`config.mk`:
```
export PLATFORM = sky130hd
export DESIGN_NAME = qstretch_timer
export DESIGN_NICKNAME = d
export VERILOG_FILES = /design/src/rtl/qstretch_pkg.sv /design/src/rtl/qs_policy.sv /design/src/rtl/qs_decision_hold.sv /design/src/rtl/qs_phase_seq.sv /design/src/rtl/qstretch_timer.sv
export SDC_FILE = /design/constraint.sdc
export NUM_CORES = 1
export LEC_CHECK = 0
export CELL_PAD_IN_SITES_DETAIL_PLACEMENT = 1
export CELL_PAD_IN_SITES_GLOBAL_PLACEMENT = 1
export CORE_AREA = 2 2 39 41
export DETAILED_ROUTE_END_ITERATION = 10
export DIE_AREA = 0 0 41 43
export PLACE_DENSITY_LB_ADDON = 0.1
export SETUP_SLACK_MARGIN = 0.2
export SYNTH_ARGS = -nofsm -noshare
export SYNTH_HDL_FRONTEND = slang
export SYNTH_SLANG_ARGS = --single-unit
```
`constraint.sdc`:
```
create_clock -name clk_i -period 3.4 [get_ports clk_i]
set_clock_uncertainty 0.2 [all_clocks]
set_input_delay 0.51 -clock clk_i [delete_from_list [all_inputs] [get_ports clk_i]]
set_output_delay 0.51 -clock clk_i [all_outputs]
set_load 0.01 [all_outputs]
```
`src/rtl/qstretch_pkg.sv`:
```
package qstretch_pkg;

  typedef enum logic [1:0] {
    SUB_IDLE  = 2'd0,
    SUB_ADDR  = 2'd1,
    SUB_RDATA = 2'd2,
    SUB_WDATA = 2'd3
  } sub_kind_e;

  // Stretch rule: address subcycles, plus read data inside read-modify-write.
  function automatic logic wants_extra(input logic en, input sub_kind_e kind,
                                       input logic rmw);
    logic typed;
    typed = (kind == SUB_ADDR) || ((kind == SUB_RDATA) && rmw);
    return en && typed;
  endfunction

  // Quarters in one cycle for a given stretch decision.
  function automatic int unsigned cycle_quarters(input int unsigned quarters,
                                                 input int unsigned extra,
                                                 input logic stretched);
    return stretched ? quarters + extra : quarters;
  endfunction

endpackage

```
`src/rtl/qs_policy.sv`:
```
module qs_policy
  import qstretch_pkg::*;
(
  input  logic      en_i,
  input  sub_kind_e kind_i,
  input  logic      rmw_i,
  output logic      extra_o
);
  always_comb extra_o = wants_extra(en_i, kind_i, rmw_i);
endmodule

```
`src/rtl/qs_decision_hold.sv`:
```
module qs_decision_hold (
  input  logic clk_i,
  input  logic rst_i,
  input  logic capture_i,
  input  logic extra_i,
  output logic held_o
);
  logic held_q;

  always_ff @(posedge clk_i) begin
    if (rst_i)          held_q <= 1'b0;
    else if (capture_i) held_q <= extra_i;
  end

  assign held_o = held_q;

  // the decision stays fixed outside quarter 1
  assert_hold_stable_R8: assert property (@(posedge clk_i) disable iff (rst_i)
    (!capture_i && !$past(capture_i) && !$past(rst_i)) |-> $stable(held_q));
endmodule

```
`src/rtl/qs_phase_seq.sv`:
```
module qs_phase_seq #(
  parameter int unsigned QUARTERS = 4,
  parameter int unsigned EXTRA    = 1,
  localparam int unsigned PH_W    = $clog2(QUARTERS + 1),
  localparam int unsigned REP_W   = (EXTRA > 0) ? $clog2(EXTRA + 1) : 1
) (
  input  logic            clk_i,
  input  logic            rst_i,
  input  logic            stretch_req_i,
  output logic [PH_W-1:0] phase_o,
  output logic            first_o,
  output logic            in_extra_o,
  output logic            last_o
);
  localparam logic [PH_W-1:0]  PH_FIRST = PH_W'(1);
  localparam logic [PH_W-1:0]  PH_LAST  = PH_W'(QUARTERS);
  localparam logic [REP_W-1:0] REP_MAX  = REP_W'(EXTRA);

  logic [PH_W-1:0]  phase_q;
  logic [REP_W-1:0] rep_q;
  logic [REP_W-1:0] rep_target;
  logic             at_top;
  logic             more_reps;

  always_comb begin
    rep_target = stretch_req_i ? REP_MAX : '0;
    at_top     = (phase_q == PH_LAST);
    more_reps  = at_top && (rep_q < rep_target);
  end

  always_ff @(posedge clk_i) begin
    if (rst_i) begin
      phase_q <= PH_FIRST;
      rep_q   <= '0;
    end else if (!at_top) begin
      phase_q <= phase_q + PH_W'(1);
    end else if (more_reps) begin
      rep_q <= rep_q + REP_W'(1);
    end else begin
      phase_q <= PH_FIRST;
      rep_q   <= '0;
    end
  end

  assign phase_o    = phase_q;
  assign first_o    = (phase_q == PH_FIRST) && (rep_q == '0);
  assign in_extra_o = (rep_q != '0);
  assign last_o     = at_top && !more_reps;

  assert_phase_range_R2: assert property (@(posedge clk_i) disable iff (rst_i)
    (phase_o >= PH_FIRST) && (phase_o <= PH_LAST));

  assert_phase_step_R2: assert property (@(posedge clk_i) disable iff (rst_i)
    (phase_o < PH_LAST) |=> (phase_o == $past(phase_o) + PH_W'(1)));

  assert_wrap_after_end_R10: assert property (@(posedge clk_i) disable iff (rst_i)
    last_o |=> (phase_o == PH_FIRST) && !in_extra_o);
endmodule

```
`src/rtl/qstretch_timer.sv`:
```
module qstretch_timer
  import qstretch_pkg::*;
#(
  parameter int unsigned QUARTERS = 4,
  parameter int unsigned EXTRA    = 1,
  localparam int unsigned PH_W    = $clog2(QUARTERS + 1)
) (
  input  logic            clk_i,
  input  logic            rst_i,
  input  logic            stretch_en_i,
  input  logic            page_mode_i,
  input  logic [1:0]      sub_kind_i,
  input  logic            rmw_i,
  output logic [PH_W-1:0] phase_o,
  output logic            stretch_o,
  output logic            end_o,
  output logic            core_ce_o
);
  sub_kind_e kind_w;
  logic      extra_now_w;
  logic      extra_held_w;
  logic      first_w;
  logic      in_extra_w;
  logic      last_w;

  assign kind_w = sub_kind_e'(sub_kind_i);

  qs_policy u_policy (
    .en_i    (stretch_en_i),
    .kind_i  (kind_w),
    .rmw_i   (rmw_i),
    .extra_o (extra_now_w)
  );

  qs_decision_hold u_hold (
    .clk_i     (clk_i),
    .rst_i     (rst_i),
    .capture_i (first_w),
    .extra_i   (extra_now_w),
    .held_o    (extra_held_w)
  );

  qs_phase_seq #(.QUARTERS(QUARTERS), .EXTRA(EXTRA)) u_seq (
    .clk_i         (clk_i),
    .rst_i         (rst_i),
    .stretch_req_i (extra_held_w),
    .phase_o       (phase_o),
    .first_o       (first_w),
    .in_extra_o    (in_extra_w),
    .last_o        (last_w)
  );

  assign stretch_o = in_extra_w;
  assign end_o     = last_w;
  assign core_ce_o = !in_extra_w;

  assert_stretch_after_top_R3: assert property (@(posedge clk_i) disable iff (rst_i)
    stretch_o |-> (phase_o == PH_W'(QUARTERS)) && ($past(phase_o) == PH_W'(QUARTERS)));

  assert_addr_held_R3: assert property (@(posedge clk_i) disable iff (rst_i)
    (first_w && stretch_en_i && (kind_w == SUB_ADDR)) |=> extra_held_w);

  assert_rmw_read_held_R4: assert property (@(posedge clk_i) disable iff (rst_i)
    (first_w && stretch_en_i && (kind_w == SUB_RDATA) && rmw_i) |=> extra_held_w);

  assert_plain_kinds_R5: assert property (@(posedge clk_i) disable iff (rst_i)
    (first_w && ((kind_w == SUB_IDLE) || (kind_w == SUB_WDATA))) |=> !extra_held_w);

  assert_nonpage_rmw_R6: assert property (@(posedge clk_i) disable iff (rst_i)
    (first_w && stretch_en_i && (kind_w == SUB_RDATA) && rmw_i && !page_mode_i)
      |=> extra_held_w);

  assert_disabled_plain_R7: assert property (@(posedge clk_i) disable iff (rst_i)
    (first_w && !stretch_en_i) |=> !extra_held_w);

  assert_ce_gap_R9: assert property (@(posedge clk_i) disable iff (rst_i)
    !core_ce_o |-> $past(core_ce_o));
endmodule

```
== After elaboration in Yosys (flattened, before gate mapping) ==
Cells that the tools add are included.
W data, S select, Z words.

* Register bits: 5
* Input port bits: 7
* Logic and storage cells: 24

* $add $sub $neg: 2
* Order comparisons: 1
* Equal/unequal tests: 5
* Mux-type cells: 4
* Bitwise logic cells: 1
* Reduce and logical (&&, ||, !) cells: 8

{| class="wikitable"
|+ Operators with widths
! kind !! count
|-
| $mux W3 || 2
|-
| $logic_and A1 B1 Y1 || 5
|-
| $add A3 B1 Y3 const B || 1
|-
| $eq A3 B1 Y1 const B || 1
|-
| $eq A3 B3 Y1 const B || 1
|-
| $eq A2 B1 Y1 const B || 1
|-
| $eq A2 B2 Y1 const B || 1
|-
| $logic_not A1 Y1 || 2
|-
| $mux W1 || 2
|-
| $ne A2 B2 Y1 const B || 1
|-
| $add A1 B1 Y1 const B || 1
|-
| $logic_or A1 B1 Y1 || 1
|-
| $lt A1 B1 Y1 || 1
|-
| $not A1 Y1 || 1
|}

== Logic depth before layout (Yosys ltp) ==
* Word-level depth: 5
* Depth in mapped cells: 5
* Gate-level depth less buffers: 5

== Modules after synthesis ==
A second synthesis with hierarchy kept.

* Cells, all modules: 33
* Area, all modules: 301.5 sq um

{| class="wikitable"
|+ By module, submodules not included
! module !! instances !! cells an instance !! area an instance (sq um)
|-
| qs_phase_seq || 1 || 26 || 244.0
|-
| qs_decision_hold || 1 || 3 || 33.8
|-
| qs_policy || 1 || 3 || 20.0
|-
| qstretch_timer || 1 || 1 || 3.8
|}

== Least setup slack after synthesis ==
Ideal clock, no wire load.

* Path type: flip-flop to output port
* Start: register u_seq.phase_q[0] (netlist: u_seq.phase_o[0])
* End: output port end_o
* Arrival: 0.932 ns
* Setup slack: 1.758 ns
* Cell stages (with the launch flop): 5
* Buffers on the path: 0
* Path through: dfxtp_1 -> inv_1 -> ha_1 -> nand2_1 -> a21oi_1

* Longest elaborated chain between the ends: 4

{| class="wikitable"
|+ RTL lines
! what !! RTL line !! text
|-
| start: declaration || qs_phase_seq.sv:19 || <nowiki>logic [PH_W-1:0] phase_q;</nowiki>
|-
| start signal: assignment || qs_phase_seq.sv:36 || <nowiki>phase_q <= phase_q + PH_W'(1);</nowiki>
|-
| $eq A3 B3 Y1 * || qs_phase_seq.sv:27 || <nowiki>at_top = (phase_q == PH_LAST);</nowiki>
|-
| $logic_and A1 B1 Y1 || qs_phase_seq.sv:28 || <nowiki>more_reps = at_top && (rep_q < rep_target);</nowiki>
|-
| $logic_not A1 Y1 || qs_phase_seq.sv:48 || <nowiki>assign last_o = at_top && !more_reps;</nowiki>
|-
| $logic_and A1 B1 Y1 * || qs_phase_seq.sv:48 ||
|-
| end: declaration || qstretch_timer.sv:16 || <nowiki>output logic end_o,</nowiki>
|}

Every way passes the cells marked *; elsewhere a longest branch is shown, timed or not.

== Worst setup path after layout ==
Ends and elaborated chain as after synthesis.

==> flow_metrics.tcl <==
set metrics [dict create \
    drv_cap 0 \
    rr_startpoint "u_seq.phase_o[0]$_SDFFE_PP1P_" \
    num_antenna_cells 0 \
    crit_required_ns 2.69 \
    dr_total_vias 275 \
    area_delta_synth_final_pct 56.8 \
    clockBufferDepth 2 \
    reg2regPathDepth 5 \
    path_delay_family "buffers and inverters" \
    max_stage_delay_ns 0.55 \
    peakVddDrop_uv 130 \
    io_buffer_count 11 \
    h-tree-depth 1 \
    pin_count 13 \
    clkLatencyLatePin_ns 0.25 \
    end_kind "primary output" \
    antenna_found_initial 0 \
    reg2reg_to "u_seq.phase_o[0]$_SDFFE_PP1P_" \
    yosysTopAreaCell "dfxtp_1" \
    crit_chain "inv_1 -> ha_1 -> nand2_1 -> a21oi_1 -> clkdlybuf4s50_1" \
    worstHoldEndpoint "u_seq.in_extra_o$_SDFFE_PP0N_" \
    first_iter_violations 0 \
    fin_cells 61 \
    fmax_ghz 0.417 \
    multiInputGateArea_um2 160 \
    hp-class "reg -> reg" \
    num-fill-cells 174 \
    crit_buf_inv 2 \
    wl_per_cell_um 11.4 \
    synth_top_area_share_pct 36.4 \
    min_from "u_seq.in_extra_o$_SDFFE_PP0N_" \
    powerDensity_nw_per_um2 422 \
    arrival_ns 1.69 \
    critical_path_class "reg -> out" \
    grt_use_total_pct 11.1 \
    nets 56 \
    vias_per_cell 4.51 \
    rows 14 \
    critPathMaxFanout 5 \
    leakage_nw 0.195 \
    fin_tns_setup_ns 0 \
    worst_pin_slew_ns 0.286 \
    cts_tree "done" \
    rsz0062_at_grt "false" \
    syn_area_um2 275 \
    synth_cells 30 \
    placed_cells 57 \
    finalMaxSlewViolations 0 \
    ant_nets 0 \
    relSlewSlack_pct 80.9 \
    cts_resized 0 \
    clockRootBuffer "clkbuf_4" \
    crit_slowest_cell "clkdlybuf4s50_1" \
    yosys_warnings 0 \
    hold_viol_final 0 \
    setup_viol 0 \
    synth_fp_nets 40 \
    drive_gt1_share_pct 8.89 \
    synth.area.top_cells "dfxtp_1 (36%), ha_1 (14%), mux2i_1 (11%)" \
    final-seq-area_um2 100 \
    start_util_pct 19.9 \
    core_area_um2 1380 \
    die_h_um 43 \
    hold_slack_ns 0.318 \
    clock-sinks 5 \
    first_pass_iters 1 \
    whs_path_depth 2 \
    synth.distinct_cells 14 \
    post-cts-setup-buffer-count 0 \
    status "complete, no violations" \
    grt_pass1_wl_mm 1.15 \
    period_needed_ns 2.40 \
    gr-total-overflow 0 \
    dp_hpwl_um 539 \
    r2r_setup_slack_ns 1.91 \
    finish.utilization_pct 31.2 \
    cp-start-kind "flop" \
    yosysSeqAreaShare_pct 36.4 \
    die_x_um 41 \
    place_congestion 0.612 \
    ctsHoldBuffers 0 \
    grt_pass1_vias 276 \
    clkTransAtPathRegs_ns 0.04 \
    syn_area_per_cell_um2 9.18 \
    wl_um 696 \
    cts_buffers 3 \
    fin_crit_sh_pct 70.6 \
    die_area_um2 1760 \
    route.detailed.drc 0 \
    ys_ff_latch 5 \
    grt_max_degree 7 \
]
## per-layer routing
layer  up-vias  share of wire [%]  wire length [um]  GRT usage [%]
met1       126                 37               260           10.7
met5         -                  0                 0              0
met2        10                 49               341           13.8
met4         0                4.6                32           10.0
li1        134                  -                 -              -
met3         5                8.9                62           9.42
## area by class of cell
type	instances	share of cell area, %
Clock buffer	4	6.09
Inverter	4	3.48
Multi-Input combinational cell	21	37.1
Sequential cell	5	23.2
Tap cell	16	4.64
Timing Repair Buffer	11	25.5
## metrics by stage
| step | total power, mW | instance area, um^2 | worst slack (ns) |
|---|---|---|---|
| finish | 0.182 | 432 | 1.00 |
| global route | 0.198 | 432 | 0.867 |
| detailed placement | 0.113 | 405 | 1.25 |
| CTS | 0.189 | 432 | 0.960 |
| floorplan | 0.0908 | 275 | 1.76 |
| global placement | 0.111 | 405 | 1.28 |
## worst register-to-register path, stage by stage (launching register included)
cell	delay (ns)
dfxtp_1	0.34
inv_1	0.09
ha_1	0.21
nand4b_2	0.18
nand2b_1	0.18
a21o_1	0.17
## state kept, by name, summed over array words and instances, names as in the netlist
name              count
u_hold.held_o         1
u_seq.in_extra_o      1
u_seq.phase_o         3
## synthesized netlist by cell type, drive strengths merged
cell	instances
a21o	1
nand3b	1
nor2	2
a21oi	3
nand2	3
nand4b	1
nor3b	1
dfxtp	5
nand2b	1
o32ai	1
mux2i	3
inv	4
nor2b	1
ha	3
## cells by family (layout without fill, tap and decap cells)
kind of cell | Yosys count | count (layout) | share of synthesized area, %
AND/OR/NAND/NOR | 10 | 10 | 22.3
adder cells (fa/ha/maj) | 3 | 3 | 13.6
AO/OA/AOI/OAI | 5 | 5 | 11.4
multiplexers | 3 | 3 | 10.9
buffers and inverters | 4 | 19 | 5.45
flip-flops | 5 | 5 | 36.4
## worst max path at each step
stage | from | to | slack (ns) | cells past startpoint
after global placement | u_seq.phase_o[0]$_SDFFE_PP1P_ | end_o | 1.28 | 5
after detailed placement | u_seq.phase_o[0]$_SDFFE_PP1P_ | end_o | 1.25 | 5
final | u_seq.phase_o[0]$_SDFFE_PP1P_ | end_o | 1.00 | 5
after global routing | u_seq.phase_o[0]$_SDFFE_PP1P_ | end_o | 0.87 | 5
after floorplan | u_seq.phase_o[0]$_SDFFE_PP1P_ | end_o | 1.76 | 4
after CTS | u_seq.phase_o[0]$_SDFFE_PP1P_ | end_o | 0.96 | 5
## cell usage in the layout, fill, tap and decap left out, drive strengths merged
cell,netlist,final
nand3b,1,1
nor2,2,2
nand2b,1,1
nand4b,1,1
ha,3,3
mux2i,3,3
inv,4,4
o32ai,1,1
clkbuf,0,4
a21oi,3,3
nand2,3,3
dfxtp,5,5
a21o,1,1
nor3b,1,1
nor2b,1,1
clkdlybuf4s50,0,11
## power by group
group	leakage [nW]	internal [mW]	switching, mW	total [mW]
Combinational	0.139	0.0236	0.0169	0.0404
Sequential	0.0412	0.0641	0.00615	0.0702
Clock	0.0150	0.0445	0.0269	0.0714
Total	0.195	0.132	0.0499	0.182
(Power assumes the default switching activity.)
